### config.mk
export PLATFORM = sky130hd
export DESIGN_NAME = dma_desc_chan
export DESIGN_NICKNAME = d
export VERILOG_FILES = /design/src/rtl/dma_desc_pkg.sv /design/src/rtl/dma_addr_ptr.sv /design/src/rtl/dma_beat_seq.sv /design/src/rtl/dma_desc_chan.sv
export SDC_FILE = /design/constraint.sdc
export NUM_CORES = 1
export LEC_CHECK = 0
export ABC_AREA = 1
export BUFFER_PORTS_ARGS = -buffer_cell sky130_fd_sc_hd__buf_4
export CAP_MARGIN = 25
export CELL_PAD_IN_SITES_DETAIL_PLACEMENT = 1
export CELL_PAD_IN_SITES_GLOBAL_PLACEMENT = 1
export CORE_MARGIN = 4
export CORE_UTILIZATION = 40
export CTS_CLUSTER_DIAMETER = 100
export CTS_CLUSTER_SIZE = 28
export DETAILED_ROUTE_END_ITERATION = 10
export PLACE_DENSITY_LB_ADDON = 0.1
export SYNTH_ARGS = -nofsm -noshare
export SYNTH_HDL_FRONTEND = slang
export SYNTH_HIERARCHICAL = 1
export SYNTH_SLANG_ARGS = --single-unit
### constraint.sdc
create_clock -name clk -period 4.05 [get_ports clk]
set_input_delay 0.2025 -clock clk [delete_from_list [all_inputs] [get_ports clk]]
set_output_delay 0.2025 -clock clk [all_outputs]
set_load 0.1 [all_outputs]
### src/rtl/dma_desc_pkg.sv
package dma_desc_pkg;

  typedef enum logic [1:0] {
    ST_IDLE  = 2'd0,
    ST_READ  = 2'd1,
    ST_WRITE = 2'd2
  } chan_state_e;

  // control word bit positions
  localparam int unsigned BIT_VALID  = 0;
  localparam int unsigned BIT_RELOAD = 1;
  localparam int unsigned BIT_SWTRIG = 2;
  localparam int unsigned BIT_CLRTRG = 3;
  localparam int unsigned BIT_INTA   = 4;
  localparam int unsigned BIT_INTB   = 5;
  localparam int unsigned WID_LO     = 8;
  localparam int unsigned SINC_LO    = 12;
  localparam int unsigned DINC_LO    = 14;
  localparam int unsigned CNT_LO     = 16;
  localparam int unsigned CNT_W      = 10;
  localparam int unsigned STEP_W     = 6;

  // byte stride: 0 for code 0, otherwise width bytes times 1, 2 or 4
  function automatic logic [STEP_W-1:0] stride_bytes(input logic [1:0] wcode,
                                                     input logic [1:0] inc);
    int sh;
    if (inc == 2'd0) return '0;
    sh = int'(wcode) + int'(inc) - 1;
    return STEP_W'(1) << sh;
  endfunction

endpackage

### src/rtl/dma_addr_ptr.sv
module dma_addr_ptr #(
  parameter int unsigned AW = 32
) (
  input  logic                                clk,
  input  logic                                rst_n,
  input  logic                                load,
  input  logic [AW-1:0]                       load_val,
  input  logic                                adv,
  input  logic [dma_desc_pkg::STEP_W-1:0]     step,
  output logic [AW-1:0]                       addr
);

  always_ff @(posedge clk or negedge rst_n) begin
    if (!rst_n)    addr <= '0;
    else if (load) addr <= load_val;
    else if (adv)  addr <= addr + AW'(step);
  end

  // the pointer moves only on a load or a finished beat
  assert_ptr_hold_R6: assert property (@(posedge clk) disable iff (!rst_n)
    (!load && !adv) |=> $stable(addr));

endmodule

### src/rtl/dma_beat_seq.sv
module dma_beat_seq #(
  parameter int unsigned DW = 32
) (
  input  logic          clk,
  input  logic          rst_n,
  input  logic          start,
  input  logic          last,
  input  logic          rd_ready,
  input  logic [DW-1:0] rd_data,
  input  logic          wr_ready,
  output logic          rd_req,
  output logic          wr_req,
  output logic [DW-1:0] wr_data,
  output logic          beat_done,
  output logic          desc_end,
  output logic          busy
);
  import dma_desc_pkg::*;

  chan_state_e   state_q, state_d;
  logic [DW-1:0] hold_q;

  assign rd_req    = (state_q == ST_READ);
  assign wr_req    = (state_q == ST_WRITE);
  assign busy      = (state_q != ST_IDLE);
  assign beat_done = wr_req && wr_ready;
  assign desc_end  = beat_done && last;
  assign wr_data   = hold_q;

  always_comb begin
    state_d = state_q;
    case (state_q)
      ST_IDLE:  if (start) state_d = ST_READ;
      ST_READ:  if (rd_ready) state_d = ST_WRITE;
      ST_WRITE: if (wr_ready) state_d = last ? ST_IDLE : ST_READ;
      default:  state_d = ST_IDLE;
    endcase
  end

  always_ff @(posedge clk or negedge rst_n) begin
    if (!rst_n) begin
      state_q <= ST_IDLE;
      hold_q  <= '0;
    end else begin
      state_q <= state_d;
      if (rd_req && rd_ready) hold_q <= rd_data;
    end
  end

  // read and write phases never overlap
  assert_rd_wr_excl_R7: assert property (@(posedge clk) disable iff (!rst_n)
    !(rd_req && wr_req));

  // a write phase opens only after an accepted read
  assert_wr_after_rd_R7: assert property (@(posedge clk) disable iff (!rst_n)
    $rose(wr_req) |-> $past(rd_req && rd_ready));

  // a stalled read keeps requesting
  assert_rd_hold_R7: assert property (@(posedge clk) disable iff (!rst_n)
    (rd_req && !rd_ready) |=> rd_req);

endmodule

### src/rtl/dma_desc_chan.sv
module dma_desc_chan #(
  parameter int unsigned AW = 32,
  parameter int unsigned DW = 32
) (
  input  logic          clk,
  input  logic          rst_n,
  input  logic          ld_valid,
  input  logic          ld_shadow,
  input  logic [31:0]   ld_cfg,
  input  logic [AW-1:0] ld_src,
  input  logic [AW-1:0] ld_dst,
  input  logic          set_valid,
  input  logic          trig_in,
  output logic          rd_req,
  output logic [AW-1:0] rd_addr,
  output logic [1:0]    rd_size,
  input  logic          rd_ready,
  input  logic [DW-1:0] rd_data,
  output logic          wr_req,
  output logic [AW-1:0] wr_addr,
  output logic [1:0]    wr_size,
  output logic [DW-1:0] wr_data,
  input  logic          wr_ready,
  input  logic [1:0]    int_clr,
  output logic          int_a,
  output logic          int_b,
  output logic          err,
  output logic          done,
  output logic          busy,
  output logic [31:0]   cfg_status
);
  import dma_desc_pkg::*;

  localparam int unsigned NPTR = 2;

  logic [31:0]      cfg_q, shd_cfg_q;
  logic [AW-1:0]    shd_src_q, shd_dst_q;
  logic             trig_q, int_a_q, int_b_q, err_q, done_q;
  logic [1:0]       wcode;
  logic [CNT_W-1:0] cnt;
  logic             idle, load_act, launch, bad_launch, beat_done, desc_end, last_beat;
  logic             chain;

  assign wcode     = cfg_q[WID_LO +: 2];
  assign cnt       = cfg_q[CNT_LO +: CNT_W];
  assign idle      = !busy;
  assign load_act  = ld_valid && !ld_shadow && idle;
  assign launch    = idle && cfg_q[BIT_VALID] && trig_q && (wcode != 2'd3);
  assign bad_launch= idle && cfg_q[BIT_VALID] && trig_q && (wcode == 2'd3);
  assign last_beat = (cnt == '0);
  assign chain     = desc_end && cfg_q[BIT_RELOAD];

  // source and destination pointers share one structure
  logic [AW-1:0]     ptr_addr [NPTR];
  logic [AW-1:0]     ptr_init [NPTR];
  logic [AW-1:0]     ptr_next [NPTR];
  logic [1:0]        ptr_inc  [NPTR];

  assign ptr_init[0] = ld_src;
  assign ptr_init[1] = ld_dst;
  assign ptr_next[0] = shd_src_q;
  assign ptr_next[1] = shd_dst_q;
  assign ptr_inc[0]  = cfg_q[SINC_LO +: 2];
  assign ptr_inc[1]  = cfg_q[DINC_LO +: 2];

  for (genvar g = 0; g < NPTR; g++) begin : g_ptr
    dma_addr_ptr #(.AW(AW)) ptr_i (
      .clk      (clk),
      .rst_n    (rst_n),
      .load     (load_act || chain),
      .load_val (load_act ? ptr_init[g] : ptr_next[g]),
      .adv      (beat_done),
      .step     (stride_bytes(wcode, ptr_inc[g])),
      .addr     (ptr_addr[g])
    );
  end

  dma_beat_seq #(.DW(DW)) seq_i (
    .clk       (clk),
    .rst_n     (rst_n),
    .start     (launch),
    .last      (last_beat),
    .rd_ready  (rd_ready),
    .rd_data   (rd_data),
    .wr_ready  (wr_ready),
    .rd_req    (rd_req),
    .wr_req    (wr_req),
    .wr_data   (wr_data),
    .beat_done (beat_done),
    .desc_end  (desc_end),
    .busy      (busy)
  );

  // active control word: load, validate, count down, chain
  always_ff @(posedge clk or negedge rst_n) begin
    if (!rst_n) begin
      cfg_q <= '0;
    end else if (load_act) begin
      cfg_q <= ld_cfg;
    end else if (set_valid && idle) begin
      cfg_q[BIT_VALID] <= 1'b1;
    end else if (bad_launch) begin
      cfg_q[BIT_VALID] <= 1'b0;
    end else if (desc_end) begin
      if (cfg_q[BIT_RELOAD]) cfg_q <= shd_cfg_q;
      else                   cfg_q[BIT_VALID] <= 1'b0;
    end else if (beat_done) begin
      cfg_q[CNT_LO +: CNT_W] <= cnt - CNT_W'(1);
    end
  end

  // shadow descriptor for chaining
  always_ff @(posedge clk or negedge rst_n) begin
    if (!rst_n) begin
      shd_cfg_q <= '0;
      shd_src_q <= '0;
      shd_dst_q <= '0;
    end else if (ld_valid && ld_shadow) begin
      shd_cfg_q <= ld_cfg;
      shd_src_q <= ld_src;
      shd_dst_q <= ld_dst;
    end
  end

  // trigger, flags and done pulse
  always_ff @(posedge clk or negedge rst_n) begin
    if (!rst_n) begin
      trig_q  <= 1'b0;
      int_a_q <= 1'b0;
      int_b_q <= 1'b0;
      err_q   <= 1'b0;
      done_q  <= 1'b0;
    end else begin
      trig_q <= ((trig_q && !(desc_end && cfg_q[BIT_CLRTRG]) && !bad_launch)
                || trig_in
                || (load_act && ld_cfg[BIT_SWTRIG])
                || (chain && shd_cfg_q[BIT_SWTRIG]));
      int_a_q <= (int_a_q && !int_clr[0]) || (desc_end && cfg_q[BIT_INTA]);
      int_b_q <= (int_b_q && !int_clr[1]) || (desc_end && cfg_q[BIT_INTB]);
      err_q   <= (err_q && !load_act) || bad_launch;
      done_q  <= desc_end;
    end
  end

  assign rd_addr    = ptr_addr[0];
  assign wr_addr    = ptr_addr[1];
  assign rd_size    = wcode;
  assign wr_size    = wcode;
  assign int_a      = int_a_q;
  assign int_b      = int_b_q;
  assign err        = err_q;
  assign done       = done_q;
  assign cfg_status = cfg_q;

  // an idle channel with an invalid descriptor stays idle
  assert_inert_R2: assert property (@(posedge clk) disable iff (!rst_n)
    (!busy && !cfg_status[BIT_VALID]) |=> !busy);

  // every non-final beat lowers the stored count by one
  assert_count_dec_R4: assert property (@(posedge clk) disable iff (!rst_n)
    (beat_done && !desc_end) |=> (cnt == $past(cnt) - CNT_W'(1)));

  // interrupt flag A holds until cleared
  assert_int_sticky_R10: assert property (@(posedge clk) disable iff (!rst_n)
    (int_a && !int_clr[0]) |=> int_a);

  // reserved width moves nothing and flags an error
  assert_bad_width_R11: assert property (@(posedge clk) disable iff (!rst_n)
    bad_launch |=> (!busy && err));

  // done never lasts two cycles
  assert_done_pulse_R12: assert property (@(posedge clk) disable iff (!rst_n)
    done |=> !done);

endmodule

# --- Word-level counts from Yosys, hierarchy flattened ---
# Index checks and enable logic that the tools add are counted.
classes:
  mux: 28
  eq_ne: 10
  shifts: 2
  reduce_logical: 50
  add_sub_neg: 7
op_table:
  columns: ["cell", "count"]
  rows:
  - ["$mux W32", 7]
  - ["$mux W31", 3]
  - ["$add A32 B6 Y32", 2]
  - ["$shl A1 B32 Y6 const A", 2]
  - ["$mux W6", 5]
  - ["$logic_and A1 B1 Y1", 22]
  - ["$mux W10", 2]
  - ["$mux W16", 1]
  - ["$ne A2 B2 Y1 const B", 6]
  - ["$logic_not A10 Y1", 1]
  - ["$sub A10 B1 Y10 const B", 1]
  - ["$reduce_and A4 Y1", 2]
  - ["$reduce_bool A2 Y1", 4]
  - ["$sub A3 B1 Y4 const B", 2]
  - ["$logic_not A1 Y1", 7]
  - ["$logic_or A1 B1 Y1", 7]
  - ["$add A2 B2 Y3", 2]
  - ["$logic_not A2 Y1", 3]
  - ["$mux W1", 6]
  - ["$mux W2", 3]
  - ["$pmux W2 S3", 1]
  - ["$reduce_and A3 Y1", 2]
  - ["$eq A2 B2 Y1 const B", 2]
  - ["$reduce_bool A4 Y1", 1]
  - ["3 further kinds", 3]
word_totals:
  reg_bits: 231
  word_cells: 113
  inputBits: 138
  output_inout_bits: 139

# --- Longest topological paths before layout ---
# Gate-level depths: netlist of run 1.
logic_depth:
  word_depth: 10
  depth_mapped: 21
  depth_no_buf: 21

# --- Modules after synthesis ---
# Netlist of run 1, hierarchy kept.
modules_own_cells:
  columns: ["module", "cells_each", "seq_area_each_um2", "area_per_inst_um2", "n_inst"]
  rows:
  - ["dma_desc_chan", 884, 3328.2, 6770.2, 1]
  - ["dma_addr_ptr (g_ptr[0].ptr_i)", 360, 800.8, 2544.9, 1]
  - ["dma_addr_ptr (g_ptr[1].ptr_i)", 364, 800.8, 2461.1, 1]
  - ["dma_beat_seq", 161, 850.8, 1477.7, 1]

# --- Worst setup path after synthesis of run 1 ---
# No wires, ideal clock.
synth_path:
  path_kind: "reg-to-reg"
  from: "register cfg_q[9], in the netlist cfg_status[9]"
  to: "register g_ptr[0].ptr_i.addr[22]"
  arrival_time_ns: 3.806
  path_slack_ns: 0.117
  path_stages_with_launch: 20
  synth_period_minus_slack_ns: 3.933
  n_path_buf: 1
  required_ns: 3.923
  setup_ns: 0.127
  path_cell_list: "dfrtp_1 inv_1 ha_1 inv_1 ha_1 inv_1 ha_1 or3b_2 nor3_1 fa_1 nand2_1 nand3_1 nand3_1 nand2_1 buf_4 nand3_1 nand2_1 nand2_1 nand2_1 nand3_1"
synth_between:
  elab_chain_len: 7
synth_rtl:
  columns: ["element", "line_no", "rtl"]
  rows:
  - ["start, declared", "dma_desc_chan.sv:36", "logic [31:0] cfg_q, shd_cfg_q;"]
  - ["start signal, assigned", "dma_desc_chan.sv:99", "cfg_q <= ld_cfg;"]
  - ["start signal, assigned", "dma_desc_chan.sv:105", "if (cfg_q[BIT_RELOAD]) cfg_q <= shd_cfg_q;"]
  - ["start signal, assigned by index", "dma_desc_chan.sv:108", "cfg_q[CNT_LO +: CNT_W] <= cnt - CNT_W'(1);"]
  - ["$add A2 B2 Y3", "dma_desc_pkg.sv:28", "sh = int'(wcode) + int'(inc) - 1;"]
  - ["$sub A3 B1 Y4", "dma_desc_pkg.sv:28", null]
  - ["$shl A1 B32 Y6", "dma_desc_pkg.sv:29", "return STEP_W'(1) << sh;"]
  - ["$mux W6", "dma_desc_pkg.sv:28", null]
  - ["$add A32 B6 Y32", "dma_addr_ptr.sv:16", "else if (adv) addr <= addr + AW'(step);"]
  - ["$mux W32", "dma_addr_ptr.sv:16", null]
  - ["$mux W32", "dma_addr_ptr.sv:15", "else if (load) addr <= load_val;"]
  - ["end signal, assigned", "dma_addr_ptr.sv:15", null]
  - ["end signal, assigned", "dma_addr_ptr.sv:16", null]
  - ["end, declared", "dma_addr_ptr.sv:10", "output logic [AW-1:0] addr"]
# No other way between the ends. The select of a mux whose other input is x is not followed.
# A chain may end at the register's enable or synchronous reset.

# --- Worst setup path in the final report of run 1 ---
# Same ends and word-level chain as after synthesis.

==> flow_metrics.env, run 1 <==
export IMPL_yosys_register_bits=231
export IMPL_p_total_w=0.0136
export IMPL_crit_arrival_ns=4.04
export IMPL_max_slew_margin_pct=36.0
export IMPL_powerDensity_nw_per_um2=787
export IMPL_p_sw_w=0.00800
export IMPL_critPathTopFamily="simple AND/OR/NAND/NOR gates"
export IMPL_die_y_um=190
export IMPL_syn_area_um2=13300
export IMPL_hp_start="ld_dst[27]"
export IMPL_portBuffers=276
export IMPL_cp_buffers_inverters=3
export IMPL_yosys_area_share_adder_pct=2.47
export IMPL_leakagePower_nw=8.83
export IMPL_cp_depth=19
export IMPL_clk_pin_slew_ns=0.11
export IMPL_root_buffer="clkbuf_16"
export IMPL_synth_edff_count=0
export IMPL_max_slew_worst_pin_slew_ns=0.957
export IMPL_clk_path_buf_depth=3
export IMPL_synth_cell_types=48
export IMPL_end_kind="flop"
export IMPL_ir_drop_v=0.000702
export IMPL_worstHoldPathCells=3
export IMPL_dp_hpwl_mm=30.6
export IMPL_yosysTopAreaCell="dfrtp_1"
export IMPL_r2r_start="cfg_status[9]"
export IMPL_slowest_delay_ns=0.51
export IMPL_setup_viol=0
export IMPL_finalCritPeriodShare_pct=90.2
export IMPL_reg2regPathDepth=19
export IMPL_status="finished, final reports clean"
export IMPL_cts_max_level=1
export IMPL_die_x_um=190
export IMPL_drive_gt1_share_pct=18.7
export IMPL_antenna_found_initial=3
export IMPL_dieArea_um2=36100
export IMPL_busiest_layer="met2"
export IMPL_final_antenna_net_count=0
export IMPL_cts_setup_buffers=0
export IMPL_critPathKind="reg2reg"
export IMPL_synth_compound_area_share_pct=13.6
export IMPL_vias=13095
export IMPL_drc=0
export IMPL_cap_violations=0
export IMPL_start_kind="flop"
export IMPL_firstDrtPassIters=5
export IMPL_gp_congestion=0.839
export IMPL_synth_top_area_share_pct=43.6
export IMPL_seqPwrFrac_pct=27.7
export IMPL_p_clk_share_pct=11.8
export IMPL_pwr_share_comb_pct=60.4
export IMPL_wl_per_cell_um=17.5
export IMPL_grt_ovfl_total=0
export IMPL_syn_to_final_growth_pct=29.9
export IMPL_clkLatencyLatePin_ns=0.49
export IMPL_synthMuxAreaShare_pct=0.425
export IMPL_num_rows=66
export IMPL_synth_simple_gate_area_share_pct=28.5
export IMPL_vias_per_cell=5.11
export IMPL_synth_nets=1932
export IMPL_core_area_um2=32600
export IMPL_synthCells=1769
export IMPL_grt_pass1_vias=13993
export IMPL_drtIter0Drc=578
export IMPL_hold_violations=0
export IMPL_cts_tree="built"
export IMPL_cp_common_cell="nand2_1"
export IMPL_period_needed_ns=3.65
export IMPL_totalWireLength_mm=44.8
export IMPL_fin_nets=2278
export IMPL_grt_use_met2_pct=43.9
export IMPL_crit_fanout=11
export IMPL_synthArstFlopShare_pct=100
export IMPL_fin_setup_tns_ns=0
export IMPL_synth_top_family_by_area="simple AND/OR/NAND/NOR gates"
export IMPL_numClockSinks=231
export IMPL_grtUsageMet3_pct=3.93
export IMPL_yosysSeqAreaShare_pct=43.6
export IMPL_fin_skew_ns=0.0165
export IMPL_yosys_area_share_xor_xnor_pct=1.12
export IMPL_grt_max_degree=114
export IMPL_syn_avg_cell_area_um2=7.49
export IMPL_most_common_layout_cells="nand2_1 (552), buf_4 (287), dfrtp_1 (231)"
export IMPL_ios=277
export IMPL_fmax_mhz=274
export IMPL_drv_slew=0
export IMPL_gr_usage_met1_pct=31.5
export IMPL_ys_flop_type="dfrtp_1"
export IMPL_hp_class="in2reg"
export IMPL_numCtsBuffers=13
export IMPL_grt_pass1_wl_mm=73.7
export IMPL_worstPathRequired_ns=4.43
export IMPL_final_common_cell="nand2_1"
export IMPL_synth_area_top_cells="dfrtp_1 (44%), nand2_1 (16%), o21ai_0 (8.1%), inv_1 (6.1%), nand3_1 (4.8%)"
export IMPL_yosysWarningCount=6
export IMPL_swShare_pct=59.0
export IMPL_start_util_pct=40.6
export IMPL_path_cells="inv_1 -> ha_1 -> inv_1 -> ha_1 -> inv_1 -> ha_1 -> or3b_2 -> nor2_1 -> ha_1 -> fa_1 -> nand2_1 -> nand3_1 -> nand3_1 -> nand2_1 -> nand3_1 -> nand2_1 -> nand2_1 -> nand2_1 -> nand3_1"
export IMPL_cp_startpoint="cfg_status[9]"
export IMPL_slowest_stage="or3b_2"
export IMPL_track_usage_pct=24.7
export IMPL_intPower_w=0.00555
export IMPL_rsz0062_at_grt="false"
==> worst min-delay path: cells and delay by family <==
family | cells | cell delay (ns)
AOI/OAI and AO/OA | 1 | 0.09
buffers and inverters | 2 | 0.18
==> flip-flops by register name, summed over array words and instances, names as in the netlist, 2 cells and up <==
name,count
seq_i/state_q,2
seq_i/wr_data,32
g_ptr.ptr_i/addr,64
shd_src_q,32
cfg_status,32
shd_cfg_q,32
shd_dst_q,32
==> area by class of cell <==
cell class / count / area [µm²]
Antenna cell: 2 / 5.00
Clock buffer: 13 / 325
Clock inverter: 8 / 113
Fill cell: 4087 / 15400
Inverter: 229 / 862
Multi-Input combinational cell: 1230 / 6140
Sequential cell: 231 / 5780
Tap cell: 442 / 553
Timing Repair Buffer: 410 / 3430
==> power groups by stage <==
stage / sequential, W / combinational [W] / clock, W
after global placement: 0.00375 / 0.00794 / 0
after detailed placement: 0.00378 / 0.00807 / 0
after floorplan: 0.00736 / 0.00253 / 0
final: 0.00376 / 0.00819 / 0.00160
after global routing: 0.00387 / 0.00873 / 0.00175
after CTS: 0.00374 / 0.00819 / 0.00167
==> per-layer routing <==
metal  share of wire, %  wire, µm  up-vias
met5              0.016         7        -
met4                2.6      1140        2
met3                4.2      1890       64
met2                 50     22400      244
met1                 43     19300     6434
li1                   -         -     6351
==> through the flow <==
| stage | instances | util, % | cell area (µm²) | hold slack (ns) | worst slack, ns |
|---|---|---|---|---|---|
| global route | 2565 | 52.8 | 17200 | 0.0120 | 0.0702 |
| floorplan | 1769 | - | 13300 | -0.0931 | 0.117 |
| CTS | 2563 | 52.7 | 17200 | 0.00162 | 0.294 |
| global placement | 2424 | 47.8 | 15600 | 0.354 | 0.572 |
| detailed placement | 2424 | 47.8 | 15600 | 0.354 | 0.305 |
| finish | 2565 | 52.8 | 17200 | 0.0134 | 0.396 |
==> final timing paths <==
path                                                 to  slack (ns)
worst min register to register         seq_i/wr_data[5]        0.49
min in group asynchronous                cfg_status[11]        0.37
worst min-delay path                      shd_dst_q[27]        0.01
worst max register to register  g_ptr[0].ptr_i/addr[22]        0.40
worst max-delay path            g_ptr[0].ptr_i/addr[22]        0.40
max in group asynchronous       g_ptr[1].ptr_i/addr[20]        2.75
==> synthesized netlist by cell type, types with 6 or more instances <==
cell type / number
nor3_1: 11
o21ai_0: 214
inv_2: 9
buf_4: 12
a22oi_1: 53
nor2_2: 8
nand4_1: 24
clkbuf_1: 22
o21ai_2: 6
nand3_1: 127
buf_6: 6
xnor2_1: 10
a21oi_1: 13
dfrtp_1: 231
nand2_4: 6
nand2_1: 555
nand2_2: 24
ha_1: 23
xor2_1: 7
nand3b_1: 6
buf_2: 31
inv_1: 217
o211ai_1: 7
o21ai_1: 6
o21bai_1: 7
nor2_1: 88
==> cell families (layout without fill, tap and decap cells) <==
| kind of cell | after synthesis | after routing |
|---|---|---|
| simple gates | 868 | 868 |
| xor+xnor | 17 | 17 |
| compound gates | 315 | 315 |
| other cells | 0 | 2 |
| flops | 231 | 231 |
| fa+ha+maj | 25 | 25 |
| buf+inv | 308 | 660 |
| mux | 5 | 5 |
==> what timing repair did <==
action,4_1_cts,5_1_grt
gates resized for setup,0,2
setup endpoints to repair,0,2
hold buffers,118,0
hold endpoints to repair,229,0
No activity file was read; power rests on OpenSTA's default activity.
==> inputs of run 2 (changes only) <==
- BUFFER_PORTS_ARGS: -buffer_cell sky130_fd_sc_hd__buf_4 -> -buffer_cell sky130_fd_sc_hd__buf_2
- CORE_ASPECT_RATIO: unset -> 0.7
==> run 2 against run 1 <==
First-iteration DRC count rose by 41%; via count rose by 0.24%; hold slack improved by 0.0087 ns; combinational power fell by 3.9%; global-route usage rose by 0.74 points; critical path depth fell by 1; power fell by 3.8%; setup slack got worse by 0.064 ns; wire length rose by 5.1%.
==> flow_metrics.env, run 2 (synthesis results as in run 1) <==
export IMPL_whs_endpoint="shd_dst_q[30]"
export IMPL_clk_pin_slew_ns=0.12
export IMPL_firstDrtPassIters=5
export IMPL_drtIter0Drc=813
export IMPL_grt_pass1_wl_mm=75.6
export IMPL_totalWireLength_mm=47.1
export IMPL_numClockSinks=231
export IMPL_setup_viol=0
export IMPL_reg2regPathDepth=18
export IMPL_path_cells="inv_1 -> ha_1 -> inv_1 -> ha_1 -> inv_1 -> ha_1 -> or3b_2 -> nor3_1 -> fa_1 -> nand2_1 -> nand3_1 -> nand3_1 -> nand2_1 -> nand3_1 -> nand2_1 -> nand2_1 -> nand2_1 -> nand3_1"
export IMPL_cp_common_cell="nand2_1"
export IMPL_status="finished, final reports clean"
export IMPL_final_antenna_net_count=0
export IMPL_portBuffers=276
export IMPL_syn_to_final_growth_pct=24.7
export IMPL_clk_path_buf_depth=3
export IMPL_max_slew_worst_pin_slew_ns=0.918
export IMPL_largest_register_ff_count=64
export IMPL_drive_gt1_share_pct=18.5
export IMPL_wl_per_cell_um=18.4
export IMPL_fin_setup_tns_ns=0
export IMPL_worstHoldPathCells=3
export IMPL_nFillCells=4111
export IMPL_cts_max_level=1
export IMPL_track_usage_pct=25.5
export IMPL_multi_input_area_um2=6140
export IMPL_critPathKind="reg2reg"
export IMPL_rsz0062_at_grt="false"
export IMPL_r2r_start="cfg_status[9]"
export IMPL_crit_arrival_ns=4.11
export IMPL_powerDensity_nw_per_um2=788
export IMPL_hold_violations=0
export IMPL_stdcell_area_um2=16500
export IMPL_reg2reg_slack_ns=0.33
export IMPL_leakagePower_nw=8.67
export IMPL_place_area_um2=14900
export IMPL_finalCritPeriodShare_pct=91.8
export IMPL_hp_class="in2reg"
export IMPL_post_route_util_pct=50.9
export IMPL_numCtsBuffers=12
export IMPL_slowest_stage="or3b_2"
export IMPL_die_x_um=226
export IMPL_most_common_layout_cells="nand2_1 (553), buf_2 (275), dfrtp_1 (231)"
export IMPL_cts_resized=0
export IMPL_ios=277
export IMPL_grt_max_degree=103
export IMPL_fmax_mhz=269
export IMPL_cp_buffers_inverters=3
export IMPL_cap_violations=0
export IMPL_critPathTopFamily="simple AND/OR/NAND/NOR gates"
export IMPL_drc=0
export IMPL_r2r_end="g_ptr[0].ptr_i/addr[22]"
export IMPL_regMostFlops="g_ptr.ptr_i/addr"
export IMPL_slowest_delay_ns=0.50
export IMPL_fin_skew_ns=0.0264
export IMPL_ir_drop_v=0.000585
export IMPL_layout_area_seq_um2=5780
export IMPL_cp_startpoint="cfg_status[9]"
export IMPL_num_rows=55
export IMPL_start_util_pct=40.8
export IMPL_clkLatencyLatePin_ns=0.50
export IMPL_finalHoldWorstSlack_ns=0.0221
export IMPL_dp_hpwl_mm=32.7
export IMPL_core_area_um2=32500
export IMPL_end_kind="flop"
export IMPL_fin_nets=2290
export IMPL_crit_fanout=11
export IMPL_max_slew_margin_pct=38.7
export IMPL_grt_ovfl_total=0
export IMPL_final_common_cell="nand2_1"
export IMPL_drv_slew=0
export IMPL_vias_per_cell=5.13
export IMPL_vias=13126
export IMPL_die_y_um=160
export IMPL_cts_tree="built"
export IMPL_worstPathRequired_ns=4.44
export IMPL_antenna_found_initial=1
export IMPL_p_total_w=0.0130
export IMPL_hp_start="ld_dst[30]"
export IMPL_root_buffer="clkbuf_16"
export IMPL_dieArea_um2=36200
export IMPL_start_kind="flop"
export IMPL_gp_congestion=0.871
export IMPL_period_needed_ns=3.72
export IMPL_grt_pass1_vias=13887
==> run 2: cell types whose count changed in the layout (fill, tap and decap cells not counted), moves of 2 or more <==
cell / delta
buf_12: -2
buf_2: +275
dlygate4sd3_1: +10
bufinv_16: -2
inv_6: -3
buf_4: -271
==> run 2: final cells by class <==
class	count	share of cell area (%)
diodes	2	0.0303
clock inverters	3	0.174
repair buffers	423	17.3
well taps	427	3.23
multi-input cells	1230	37.1
clock buffers	13	1.97
flip-flops and latches	231	35.0
inverters	229	5.21
==> run 2: report_power, final <==
| part | leakage (nW) | total (W) | switching, W | internal, W |
|---|---|---|---|---|
| registers | 2.90 | 0.00377 | 0.000801 | 0.00297 |
| logic | 5.60 | 0.00787 | 0.00639 | 0.00148 |
| clock network | 0.171 | 0.00140 | 0.000806 | 0.000594 |
| total | 8.67 | 0.0130 | 0.00799 | 0.00504 |
==> run 2: timing repair <==
item | CTS | global route
setup buffers | 0 | 0
endpoints found under the hold margin | 225 | 0
hold buffers | 128 | 0
==> run 2: layer usage <==
metal,vias up,part of all wire (%),global-route usage (%),routed length [µm]
met2,313,46,40.5,21500
met1,6382,48,36.9,22400
li1,6362,-,-,-
met5,-,0,0,0
met4,0,2.0,5.26,927
met3,69,4.9,4.13,2300
==> run 2: tightest hold or removal path, delay by kind of cell <==
kind            cells  cell delay (ns)
buf+inv             2             0.17
compound gates      1             0.08
==> run 2: how the worst max path moves through the flow <==
| stage | cells past startpoint | slack (ns) | endpoint |
|---|---|---|---|
| 2_1_floorplan | 19 | 0.12 | g_ptr[0].ptr_i/addr[22] |
| 5_1_grt | 18 | 0.01 | g_ptr[0].ptr_i/addr[22] |
| 3_5_place_dp | 18 | 0.38 | g_ptr[0].ptr_i/addr[22] |
| 3_3_place_gp | 18 | 0.57 | g_ptr[0].ptr_i/addr[22] |
| 4_1_cts | 18 | 0.31 | g_ptr[1].ptr_i/addr[30] |
| 6_report | 18 | 0.33 | g_ptr[0].ptr_i/addr[22] |
==> run 2: per-stage QoR <==
step	std cells	setup slack [ns]
6_report	2558	0.331
4_1_cts	2555	0.309
2_1_floorplan	1769	0.117
3_5_place_dp	2411	0.379
3_3_place_gp	2411	0.570
5_1_grt	2557	0.0104
